[src/rtl/wdog_pkg.sv]
// Shared definitions for the keyed-service watchdog.
// Assumes a word-addressed register bus with four registers.
package wdog_pkg;
    localparam logic [1:0] ADDR_CTRL = 2'd0;
    localparam logic [1:0] ADDR_CNT  = 2'd1;
    localparam logic [1:0] ADDR_SVC  = 2'd2;
    localparam logic [1:0] ADDR_STAT = 2'd3;

    localparam logic [15:0] KEY_ARM  = 16'h556C;
    localparam logic [15:0] KEY_FIRE = 16'hAA39;

    typedef struct packed {
        logic [15:0] reload;
        logic        frz;
        logic        en;
        logic        rst_mode;
        logic        pre_en;
    } wdog_cfg_t;
endpackage

[src/rtl/wdog_regs.sv]
// Control lock and sticky status flag, plus the read mux.
// Assumes the control register may be written once per power-on reset;
// the status flag is cleared only by por_n or by a write of 1.
module wdog_regs
    import wdog_pkg::*;
(
    input  logic             clk,
    input  logic             por_n,
    input  logic             wr_en,
    input  logic [1:0]       addr,
    input  logic [31:0]      wdata,
    input  logic             fire_rst,
    input  logic [15:0]      count,
    output wdog_cfg_t        cfg,
    output logic             locked,
    output logic             stat_flag,
    output logic             start,
    output logic [31:0]      rdata
);
    logic ctrl_hit;

    assign ctrl_hit = wr_en && (addr == ADDR_CTRL) && !locked;
    // The first control write that enables the block starts the counter.
    assign start    = ctrl_hit && wdata[2];

    // Capture and lock the control fields on the first control write.
    always_ff @(posedge clk) begin
        if (!por_n) begin
            cfg    <= '0;
            locked <= 1'b0;
        end else if (ctrl_hit) begin
            cfg.reload   <= wdata[31:16];
            cfg.frz      <= wdata[3];
            cfg.en       <= wdata[2];
            cfg.rst_mode <= wdata[1];
            cfg.pre_en   <= wdata[0];
            locked       <= 1'b1;
        end
    end

    // Sticky watchdog-reset flag; a new expiry wins over a clear.
    always_ff @(posedge clk) begin
        if (!por_n)
            stat_flag <= 1'b0;
        else if (fire_rst)
            stat_flag <= 1'b1;
        else if (wr_en && (addr == ADDR_STAT) && wdata[0])
            stat_flag <= 1'b0;
    end

    // Read data selected by word address.
    always_comb begin
        case (addr)
            ADDR_CTRL: rdata = {cfg.reload, 12'b0, cfg.frz, cfg.en, cfg.rst_mode, cfg.pre_en};
            ADDR_CNT:  rdata = {16'b0, count};
            ADDR_STAT: rdata = {31'b0, stat_flag};
            default:   rdata = '0;
        endcase
    end
endmodule

[src/rtl/wdog_keyseq.sv]
// Two-word service key tracker.
// Assumes the first key arms the tracker, the second key written
// directly after it fires, and any other service value disarms it.
module wdog_keyseq
    import wdog_pkg::*;
(
    input  logic        clk,
    input  logic        por_n,
    input  logic        rst_n,
    input  logic        wr_en,
    input  logic [1:0]  addr,
    input  logic [15:0] wdata,
    output logic        svc_ok
);
    logic armed;
    logic svc_hit;

    assign svc_hit = wr_en && (addr == ADDR_SVC);
    assign svc_ok  = svc_hit && armed && (wdata == KEY_FIRE);

    // Arm on the first key; every other service write disarms.
    always_ff @(posedge clk) begin
        if (!por_n || !rst_n)
            armed <= 1'b0;
        else if (svc_hit)
            armed <= (wdata == KEY_ARM);
    end
endmodule

[src/rtl/wdog_count.sv]
// Prescaler, down-counter and expiry actions.
// Assumes cfg is stable once enabled; expiry is a tick with the count at 0.
module wdog_count
    import wdog_pkg::*;
#(
    parameter int PRESCALE_DIV = 65536
) (
    input  logic        clk,
    input  logic        por_n,
    input  logic        rst_n,
    input  wdog_cfg_t   cfg,
    input  logic        start,
    input  logic [15:0] start_val,
    input  logic        svc_ok,
    input  logic        dbg_halt,
    output logic [15:0] count,
    output logic        irq,
    output logic        rst_req,
    output logic        fire_rst
);
    localparam int PW = (PRESCALE_DIV > 2) ? $clog2(PRESCALE_DIV) : 1;
    localparam logic [PW-1:0] PRE_LAST = PW'(PRESCALE_DIV - 1);

    logic [PW-1:0] pre_cnt;
    logic          hold;
    logic          tick;
    logic          expire;

    assign hold     = cfg.frz && dbg_halt;
    assign tick     = cfg.en && !hold && (!cfg.pre_en || (pre_cnt == PRE_LAST));
    assign expire   = tick && (count == 16'd0) && !svc_ok;
    assign fire_rst = expire && cfg.rst_mode;

    // Counter, prescaler and expiry outputs.
    always_ff @(posedge clk) begin
        if (!por_n) begin
            count   <= '0;
            pre_cnt <= '0;
            irq     <= 1'b0;
            rst_req <= 1'b0;
        end else if (!rst_n) begin
            count   <= cfg.en ? cfg.reload : 16'd0;
            pre_cnt <= '0;
            irq     <= 1'b0;
            rst_req <= 1'b0;
        end else begin
            rst_req <= 1'b0;
            if (start) begin
                count   <= start_val;
                pre_cnt <= '0;
            end else if (svc_ok && cfg.en) begin
                count   <= cfg.reload;
                pre_cnt <= '0;
                irq     <= 1'b0;
            end else if (cfg.en && !hold) begin
                if (cfg.pre_en)
                    pre_cnt <= (pre_cnt == PRE_LAST) ? '0 : pre_cnt + 1'b1;
                if (tick) begin
                    if (count == 16'd0) begin
                        count <= cfg.reload;
                        if (cfg.rst_mode)
                            rst_req <= 1'b1;
                        else
                            irq <= 1'b1;
                    end else begin
                        count <= count - 1'b1;
                    end
                end
            end
        end
    end
endmodule

[src/rtl/keyed_wdog.sv]
// Keyed-service watchdog top: connects the register file, key tracker
// and counter. Assumes synchronous active-low resets; por_n is the
// only reset that releases the control lock and the status flag.
module keyed_wdog
    import wdog_pkg::*;
#(
    parameter int PRESCALE_DIV = 65536
) (
    input  logic        clk,
    input  logic        por_n,
    input  logic        rst_n,
    input  logic        bus_wr,
    input  logic [1:0]  bus_addr,
    input  logic [31:0] bus_wdata,
    output logic [31:0] bus_rdata,
    input  logic        dbg_halt,
    output logic        irq,
    output logic        rst_req
);
    wdog_cfg_t   cfg;
    logic        locked;
    logic        stat_flag;
    logic        start;
    logic        svc_ok;
    logic        fire_rst;
    logic [15:0] count;
    logic        unused_wbits;

    assign unused_wbits = ^bus_wdata[15:4];

    wdog_regs u_regs (
        .clk       (clk),
        .por_n     (por_n),
        .wr_en     (bus_wr),
        .addr      (bus_addr),
        .wdata     (bus_wdata),
        .fire_rst  (fire_rst),
        .count     (count),
        .cfg       (cfg),
        .locked    (locked),
        .stat_flag (stat_flag),
        .start     (start),
        .rdata     (bus_rdata)
    );

    wdog_keyseq u_keyseq (
        .clk    (clk),
        .por_n  (por_n),
        .rst_n  (rst_n),
        .wr_en  (bus_wr),
        .addr   (bus_addr),
        .wdata  (bus_wdata[15:0]),
        .svc_ok (svc_ok)
    );

    wdog_count #(.PRESCALE_DIV(PRESCALE_DIV)) u_count (
        .clk       (clk),
        .por_n     (por_n),
        .rst_n     (rst_n),
        .cfg       (cfg),
        .start     (start),
        .start_val (bus_wdata[31:16]),
        .svc_ok    (svc_ok),
        .dbg_halt  (dbg_halt),
        .count     (count),
        .irq       (irq),
        .rst_req   (rst_req),
        .fire_rst  (fire_rst)
    );
endmodule

[config.mk]
export PLATFORM = sky130hd
export DESIGN_NAME = keyed_wdog
export DESIGN_NICKNAME = d
export VERILOG_FILES = /design/src/rtl/wdog_pkg.sv /design/src/rtl/wdog_regs.sv /design/src/rtl/wdog_keyseq.sv /design/src/rtl/wdog_count.sv /design/src/rtl/keyed_wdog.sv
export SDC_FILE = /design/constraint.sdc
export NUM_CORES = 1
export LEC_CHECK = 0
export BUFFER_PORTS_ARGS = -buffer_cell sky130_fd_sc_hd__buf_4
export CORE_UTILIZATION = 45
export CTS_CLUSTER_DIAMETER = 120
export DETAILED_ROUTE_END_ITERATION = 10
export PLACE_DENSITY = 0.71
export SETUP_SLACK_MARGIN = 0.4
export SYNTH_ARGS = -nofsm -noshare
export SYNTH_HDL_FRONTEND = slang
export SYNTH_SLANG_ARGS = --single-unit
[constraint.sdc]
create_clock -name clk -period 1.9 [get_ports clk]
set_clock_uncertainty 0.05 [all_clocks]
set_input_delay 0.095 -clock clk [delete_from_list [all_inputs] [get_ports clk]]
set_output_delay 0.095 -clock clk [all_outputs]
set_load 0.01 [all_outputs]
# After elaboration in Yosys (flattened, before gate mapping)
# Cells that the tools add are included.
# op_classes
addsub	2
n_eq_ne	9
n_mux	17
bitwise	6
reduce_logical	35
# ops
operator	n
$mux 16	8
$pmux 32 s3	1
$eq 16x16->1 const B	2
$add 16x1->16 const B	1
$eq 16x15->1 const B	1
$logic_not 16->1	1
$sub 16x1->16 const B	1
$logic_and 1x1->1	15
$mux 1	8
$ne 4x1->1 const B	2
$reduce_bool 2->1	4
$reduce_or 7->1	1
$logic_not 1->1	6
$not 1->1	6
$reduce_and 2->1	3
$reduce_and 5->1	1
$eq 2x2->1 const B	2
$reduce_or 4->1	1
$eq 2x1->1 const B	1
$logic_not 2->1	1
$logic_or 1x1->1	2
$ne 2x1->1 const B	1
# word_totals
register_bits	57
inputBits	39

# Logic depth before layout (Yosys ltp)
# Gate-level depths: netlist (run 1).
# depth
word_depth	9
ltp_mapped	9

# By module
# Synthesis (run 1) repeated with hierarchy kept, for this count alone.
# hier_totals
cells_unflattened	427
area_unflattened_um2	3478.3
# by_module_without_submodules
mod	instances	cells_each	area_per_inst_um2	seq_area_each_um2
wdog_count	1	273	2145.8	680.7
wdog_regs	1	138	1168.6	440.4
wdog_keyseq	1	16	163.9	20.0

# Least setup slack after synthesis (run 1)
# No wires, ideal clock.
# synth_timing
path_type	register to register
startpoint	register u_count.count[0]
endpoint	register u_count.count[10]
setup_time_ns	0.122
arrival_time_ns	1.885
required_time_ns	1.728
path_slack_ns	-0.156
path_stages_with_launch	9
synth_period_minus_slack_ns	2.056
path_cell_list	dfxtp_1 -> inv_1 -> ha_1 -> or4b_1 -> buf_2 -> nor3b_1 -> mux2_1 -> o21ai_0 -> a21oi_1
# synth_via
elab_chain_len	7
word_cells_on_any_way	8
cone_classes	1 x add/sub; 6 x mux; 1 x reduce/logical
# synth_rtl
item	line	rtl
start, declared	wdog_count.sv:16	output logic [15:0] count,
start signal, assigned	wdog_count.sv:42	count <= cfg.en ? cfg.reload : 16'd0;
start signal, assigned	wdog_count.sv:49	count <= start_val;
start signal, assigned	wdog_count.sv:52	count <= cfg.reload;
$sub 16x1->16 / $logic_not 16->1 (equally long branches)	wdog_count.sv:66, wdog_count.sv:59	
$mux 16 (*)	wdog_count.sv:59	if (count == 16'd0) begin
$mux 16 (*)	wdog_count.sv:58	if (tick) begin
$mux 16 (*)	wdog_count.sv:55	end else if (cfg.en && !hold) begin
$mux 16 (*)	wdog_count.sv:51	end else if (svc_ok && cfg.en) begin
$mux 16 (*)	wdog_count.sv:48	if (start) begin
$mux 16 (*)	wdog_count.sv:41	end else if (!rst_n) begin
# Every way passes the cells marked *; elsewhere a longest branch is shown, timed or not. The select of a mux whose other input is x is not followed.
# A chain may end at the register's enable or synchronous reset.

# Final worst setup path (run 1)
# layout_timing
startpoint	register u_count.count[1]
endpoint	register u_count.count[9]
# The elaborated chain is that of the path after synthesis.

==> results of run 1 <==
Yosys cell counts, types with 3 or more instances:
cell type,n
nor2_1,50
clkbuf_1,12
a22oi_1,4
a21oi_1,33
ha_1,3
buf_2,5
xnor2_1,12
mux2i_1,8
a311oi_1,3
nor2b_1,3
nand3_1,9
o22ai_1,3
nand4_1,11
dfxtp_1,57
o211a_1,4
and2_1,31
inv_1,9
a222oi_1,3
nor3b_1,3
o21ai_0,8
nor4_2,3
nor3_1,6
mux2_1,4
nand2_1,74
xor2_1,11
a31oi_1,8
o211ai_1,4
and3_1,5
sequential cells by signal, summed over array words and instances (netlist names):
| signal | count |
|---|---|
| u_regs.stat_flag | 1 |
| u_regs.locked | 1 |
| u_count.count | 16 |
| u_count.rst_req | 1 |
| u_count.irq | 1 |
| u_count.pre_cnt | 16 |
| u_keyseq.armed | 1 |
| u_regs.cfg | 20 |
cell type report:
type | instances | share of cell area
Timing Repair Buffer | 174 | 0.2684
Sequential cell | 57 | 0.2122
Clock inverter | 6 | 0.01919
Multi-Input combinational cell | 343 | 0.4454
Tap cell | 99 | 0.02261
Inverter | 9 | 0.007081
Clock buffer | 10 | 0.02513
report_power, final:
group / switching, mW / internal [mW]
Sequential: 0.0429 / 1.23
Clock: 0.537 / 0.900
Combinational: 0.406 / 0.442
Total: 0.986 / 2.58
how the worst max path moves through the flow:
stage / startpoint / endpoint / slack (ns) / cells past startpoint
finish: u_count.count[1] / u_count.count[9] / -0.07 / 9
global route: u_count.count[1] / u_count.count[9] / -0.21 / 9
CTS: u_count.count[0] / u_count.count[10] / -0.05 / 7
detailed placement: u_count.count[0] / u_count.count[6] / -0.09 / 9
global placement: u_count.count[0] / u_count.count[4] / -0.06 / 9
floorplan: u_count.count[0] / u_count.count[10] / -0.03 / 8
worst max-delay path, delay by kind of cell, from the launching register on:
family                     cells  cell delay (ns)
AOI/OAI and AO/OA              3             0.57
and+or+nand+nor                2             0.43
adders and majority gates      1             0.14
DFF                            1             0.34
muxes                          1             0.12
buffers and inverters          2             0.27
cell usage in the layout (no fill, tap or decap), drive strengths merged, types with 2 or more instances in the layout:
cell type,synthesis,layout
nand4,13,13
nor2b,3,3
buf,10,153
dfxtp,57,57
a22oi,4,4
nor3,8,8
a31oi,8,8
o211a,4,4
mux2,4,4
clkinv,0,3
mux2i,8,8
a311oi,3,3
a21boi,4,4
nand4bb,2,2
and4,2,2
a222oi,3,3
or3,2,2
nand2,74,74
o22ai,3,3
or4b,2,2
nand3,9,9
nor2,50,50
nand3b,2,2
and2,31,31
nor4b,3,3
clkbuf,12,10
o21ai,9,9
o211ai,4,4
a21o,2,2
dlygate4sd3,0,20
ha,3,3
nand4b,2,2
and3,5,5
inv,9,9
xor2,11,11
nor3b,3,3
nor4,7,7
a21oi,34,34
xnor2,12,12
bufinv,0,3
kinds of logic (layout without fill, tap and decap cells):
kind of cell | Yosys count | count (layout)
AOI/OAI and AO/OA | 84 | 84
adders and majority gates | 3 | 3
and+or+nand+nor | 221 | 221
xor gates and xnor gates | 23 | 23
muxes | 12 | 12
DFF | 57 | 57
buffers and inverters | 31 | 199
metal layers:
metal	part of all wire	vias up	wire length, µm	global-route usage
li1	-	1848	-	-
met1	0.42	1859	4957	0.3822
met2	0.49	157	5871	0.5028
met3	0.054	38	636	0.04986
met4	0.034	0	401	0.1429
met5	0	-	0	0
repair_timing:
action | in CTS | in global routing
cloned | 1 | 0
pin swaps | 34 | 18
endpoints found under the setup margin | 33 | 36
hold buffers | 20 | 0
gates resized for setup | 51 | 30
buffers inserted | 14 | 15
endpoints found under the hold margin | 24 | 0
==> results.json, run 1 <==
{
  "diodes": 0,
  "utilization": 0.7512,
  "yosys.area.top_type_share": 0.3346,
  "drt_iter0_markers": 359,
  "drc_errors": 0,
  "async_reset_ff_frac": 0,
  "synthAdderAreaFrac": 0.01101,
  "power_density_nw_per_um2": 650.0,
  "syn_inst": 431,
  "worst_path_max_delay_cell": "dfxtp_2",
  "regArea_um2": 1162,
  "root_buffer": "clkbuf_8",
  "min_path_cells": 2,
  "multi_input_area_um2": 2440,
  "finalCritPeriodShare": 1.038,
  "setup_slack_ns": -0.07220,
  "vias": 3902,
  "slew_violations": 0,
  "clk_path_buf_depth": 2,
  "fin_crit_ns": 1.972,
  "reg2regPathDepth": 9,
  "worstMarginPinSlew_ns": 0.6780,
  "max_stage_delay_ns": 0.34,
  "peakVddDrop_v": 0.0003929,
  "hold_violations": 0,
  "die_h_um": 89.06,
  "cts_sinks": 57,
  "rsz0062_at_grt": "yes",
  "synth_top_family_by_area": "simple AND/OR/NAND/NOR gates",
  "crit_path_start_kind": "register",
  "synth_sequential_area_ratio": 0.3346,
  "synth_xor_area_frac": 0.05906,
  "hold_ws_ns": 0.03536,
  "netlist.top_cell.by_area": "dfxtp_1",
  "cts_made_buffers": 9,
  "cts_tree": "built",
  "die_w_um": 89.06,
  "power_mw": 3.561,
  "ys_types": 60,
  "placed_cells": 632,
  "antenna_left": 0,
  "crit_fanout": 8,
  "cts_htree_levels": 3,
  "muxShareOfSynthArea": 0.03668,
  "final_cell_area_um2": 5478,
  "clk_pin_slew_ns": 0.07,
  "syn-cell-area_um2": 3411,
  "violations": "negative setup slack",
  "antenna_found_initial": 0,
  "min_to": "u_count.count[5]",
  "synth_compound_gate_area_share": 0.1662,
  "r2r_start": "u_count.count[1]",
  "fin_cells": 698,
  "gp_congestion": 0.8872,
  "hp-start": "por_n",
  "io_buffers": 72,
  "initial_core_util": 0.4677,
  "yosys_warnings": 0,
  "grt_first_pass_wirelength_um": 18150,
  "clk_latency_ns": 0.36,
  "cp.required_ns": 2.15,
  "place_ws_ns": -0.09090,
  "cellLeakagePower_nw": 2.326,
  "setup_viol": 14,
  "cp-end-kind": "register",
  "rrSetupSlack_ns": -0.07,
  "grt_max_degree": 21,
  "avgViaCountPerCell": 5.590,
  "synth_edf_count": 0,
  "hpwl_um": 7495,
  "dieArea_um2": 7932,
  "rows": 31,
  "n_fill_cell": 502,
  "fin_tns_setup_ns": -0.5823,
  "fmax_ghz": 0.5070,
  "synth_seq_cells": 57,
  "synthFlopType": "dfxtp_1",
  "drive_gt1_frac": 0.4190,
  "core-area_um2": 7292,
  "num_io_pins": 73,
  "first_global_vias": 3740,
  "yosys.area_share.simple": 0.3500,
  "status": "finished with violations",
  "synth_area_per_cell_um2": 7.914,
  "hp-class": "primary input to register",
  "ys_top_cells_by_area": "dfxtp_1, nand2_1, and2_1",
  "crit_type": "register to register",
  "syn_to_final_growth_pct": 60.60,
  "finalWirelength_um": 11870,
  "placed_area_um2": 4479,
  "syn_nets": 473,
  "nNetsFinal": 636,
  "grtUsageTotal": 0.3018,
  "first_pass_iters": 5,
  "max_slew_margin": 0.5438,
  "maxCapViolations": 0,
  "wl_per_cell_um": 17.00,
  "worstPathArrival_ns": 2.23,
  "reg2reg_to": "u_count.count[9]",
  "grt_overflow_total": 0,
  "cp_cell_sequence": "inv_4, ha_4, nor4b_4, nand4_1, a21boi_2, buf_6, mux2i_1, o211ai_1, o211a_1"
}
Note: power is estimated with default switching activity, not from simulation.
==> run 2: changes to the inputs <==
ABC_AREA = 1   (was default)
CAP_MARGIN = 20   (was default)
HOLD_SLACK_MARGIN = 0.06   (was default)
PLACE_DENSITY = 0.7   (was 0.71)
==> run 2 against run 1 <==
Worst hold slack gained 0.0049 ns. Die area increased by 7.2%. Critical endpoint is now u_count.count[1]. Cell area down 5.0%. Sequential power barely moved. Largest power group unchanged. Flip-flop and latch count is the same. Critical path depth increased by 5. The flow now finishes without violations. Combinational power decreased by 2%.
==> results.json, run 2 <==
{
  "multi_input_area_um2": 2270,
  "max_slew_margin": 0.6563,
  "synth_common_cells": "nand2_1, nor2_1, inv_1, dfxtp_1, a21oi_1",
  "cts_made_buffers": 9,
  "grtUsageTotal": 0.2887,
  "setup_viol": 0,
  "placed_area_um2": 4334,
  "yosys_warnings": 0,
  "power_mw": 3.445,
  "io_buffers": 72,
  "setup_slack_ns": 0.1445,
  "place_ws_ns": 0.02778,
  "ys_types": 37,
  "gp_congestion": 0.9774,
  "grt_overflow_total": 0,
  "n_fill_cell": 707,
  "num_io_pins": 73,
  "cp.required_ns": 2.07,
  "layout_common_cells": "nand2_1, buf_4, nor2_1, inv_1, dfxtp_1",
  "drc_errors": 0,
  "netlist.top_cell.by_area": "dfxtp_1",
  "avgViaCountPerCell": 5.314,
  "power_density_nw_per_um2": 662.3,
  "grt_first_pass_wirelength_um": 19300,
  "nNetsFinal": 747,
  "max_flop_register": "u_regs.cfg",
  "synth_edf_count": 0,
  "finalCritPeriodShare": 0.9239,
  "rows": 32,
  "finalWirelength_um": 11950,
  "r2r_start": "u_count.pre_cnt[0]",
  "syn-cell-area_um2": 3662,
  "hpwl_um": 8000,
  "synth_seq_cells": 57,
  "status": "finished, final reports clean",
  "syn_inst": 578,
  "maxCapViolations": 0,
  "synthFlopType": "dfxtp_1",
  "worstPathArrival_ns": 1.93,
  "synth_area_per_cell_um2": 6.336,
  "die_w_um": 92.21,
  "syn_to_final_growth_pct": 42.02,
  "cp_common_cell": "nand2_2",
  "reg2regPathDepth": 14,
  "wl_per_cell_um": 14.71,
  "crit_path_start_kind": "register",
  "crit_type": "register to register",
  "drt_iter0_markers": 304,
  "diodes": 0,
  "fmax_ghz": 0.5696,
  "root_buffer": "clkbuf_8",
  "reg2reg_to": "u_count.count[1]",
  "clk_path_buf_depth": 2,
  "utilization": 0.6662,
  "hp-start": "bus_wdata[26]",
  "cts_htree_levels": 3,
  "cellLeakagePower_nw": 2.200,
  "die_h_um": 92.21,
  "min_path_cells": 3,
  "largest_register_ff_count": 20,
  "cp_cell_sequence": "ha_4, nand2_4, nor2_4, nand2_2, nor2_4, nand2_2, nand2_2, nand2_4, nand3_4, buf_6, buf_12, o21ai_0, inv_1, a21oi_1",
  "worst_path_max_delay_cell": "dfxtp_2",
  "synth_sequential_area_ratio": 0.3116,
  "vias": 4315,
  "max_stage_delay_ns": 0.36,
  "cp-end-kind": "register",
  "fin_tns_setup_ns": 0,
  "slew_violations": 0,
  "drive_gt1_frac": 0.2859,
  "final_common_cell": "nand2_1",
  "grt_max_degree": 36,
  "fin_crit_ns": 1.755,
  "hold_violations": 0,
  "yosys.area.top_type_share": 0.3116,
  "cts_sinks": 57,
  "regArea_um2": 1151,
  "clk_pin_slew_ns": 0.07,
  "peakVddDrop_v": 0.0004387,
  "rrSetupSlack_ns": 0.14,
  "min_to": "u_regs.cfg[14]",
  "antenna_left": 0,
  "synth_most_common_cell": "nand2_1",
  "ys_top_cells_by_area": "dfxtp_1, nand2_1, nor2_1",
  "first_global_vias": 4045,
  "crit_fanout": 5,
  "core-area_um2": 7807,
  "rsz0062_at_grt": "yes",
  "initial_core_util": 0.4691,
  "hp-class": "primary input to register",
  "final_cell_area_um2": 5201,
  "first_pass_iters": 5,
  "syn_nets": 620,
  "antenna_found_initial": 0,
  "clk_latency_ns": 0.34,
  "cts_tree": "built",
  "async_reset_ff_frac": 0,
  "worstMarginPinSlew_ns": 0.5150,
  "top_regs": "u_regs.cfg (20), u_count.count (16), u_count.pre_cnt (16)",
  "dieArea_um2": 8503
}
-- run 2: changes by cell type in the layout (fill, tap and decap cells not counted), sizes merged, moves of 17 or more --
| cell | before | now |
|---|---|---|
| nand2 | 74 | 128 |
| and2 | 31 | 0 |
| a21oi | 34 | 51 |
| nand3 | 9 | 45 |
| buf | 153 | 112 |
| inv | 9 | 76 |
| nor2 | 50 | 96 |
| o21ai | 9 | 58 |
-- run 2: worst max-delay path, delay by kind of cell (launching register included) --
kind	cells	cell delay [ns]
AOI/OAI and AO/OA	2	0.13
adders and majority gates	1	0.15
buffers and inverters	3	0.28
DFF	1	0.36
and+or+nand+nor	8	0.65
-- run 2: layer usage --
layer	wire length (µm)	vias to the layer above	GRT usage
met5	0	-	0
met4	297	0	0.1029
met1	5273	1961	0.3911
met3	928	29	0.05638
met2	5446	193	0.4540
li1	-	2132	-
-- run 2: cell families (layout without fill, tap and decap cells) --
family | count (synthesis) | count (layout) | synth area share
flops | 57 | 57 | 0.3116
simple gates | 294 | 296 | 0.3768
buf+inv | 98 | 228 | 0.1107
compound gates | 118 | 118 | 0.1715
xor+xnor | 8 | 8 | 0.01913
fa+ha+maj | 3 | 3 | 0.01025
-- run 2: through the flow --
| step | std cells | hold slack (ns) |
|---|---|---|
| 4_1_cts | 803 | 0.06191 |
| 5_1_grt | 812 | 0.07479 |
| 6_report | 812 | 0.04028 |
| 3_5_place_dp | 744 | 0.3242 |
| 2_1_floorplan | 578 | 0.1927 |
| 3_3_place_gp | 744 | 0.3225 |
-- run 2: worst max-delay path by stage --
stage / start / endpoint / slack [ns] / depth (start not counted)
after floorplan: u_count.pre_cnt[1] / u_count.count[14] / 0.34 / 13
after global placement: u_count.pre_cnt[1] / u_count.count[6] / 0.13 / 12
after detailed placement: u_count.pre_cnt[0] / u_count.count[13] / 0.03 / 12
after CTS: u_count.pre_cnt[0] / u_count.count[5] / 0.20 / 14
after global routing: u_count.pre_cnt[0] / u_count.count[0] / 0.03 / 14
final: u_count.pre_cnt[0] / u_count.count[1] / 0.14 / 14
-- run 2: final cells by class --
| type | instances | area share |
|---|---|---|
| repair inverters | 2 | 0.002887 |
| repair buffers | 133 | 0.2139 |
| clock buffers | 12 | 0.02983 |
| well taps | 102 | 0.02454 |
| inverters | 77 | 0.05677 |
| clock inverters | 4 | 0.01443 |
| multi-input cells | 425 | 0.4364 |
| flip-flops and latches | 57 | 0.2213 |
-- run 2: power breakdown --
group          internal, mW  total, mW  leakage (nW)  switching (mW)
clock                 0.811       1.32         0.109           0.510
sequential             1.25       1.30         0.468          0.0498
combinational         0.346      0.827          1.62           0.481
total                  2.40       3.44          2.20            1.04
-- run 2: timing repair --
item,CTS,global route
gates cloned,5,1
hold endpoints to repair,19,0
pin swaps,6,7
buffers inserted,17,8
hold buffers,21,0
gates resized for setup,33,21
setup endpoints to repair,45,41
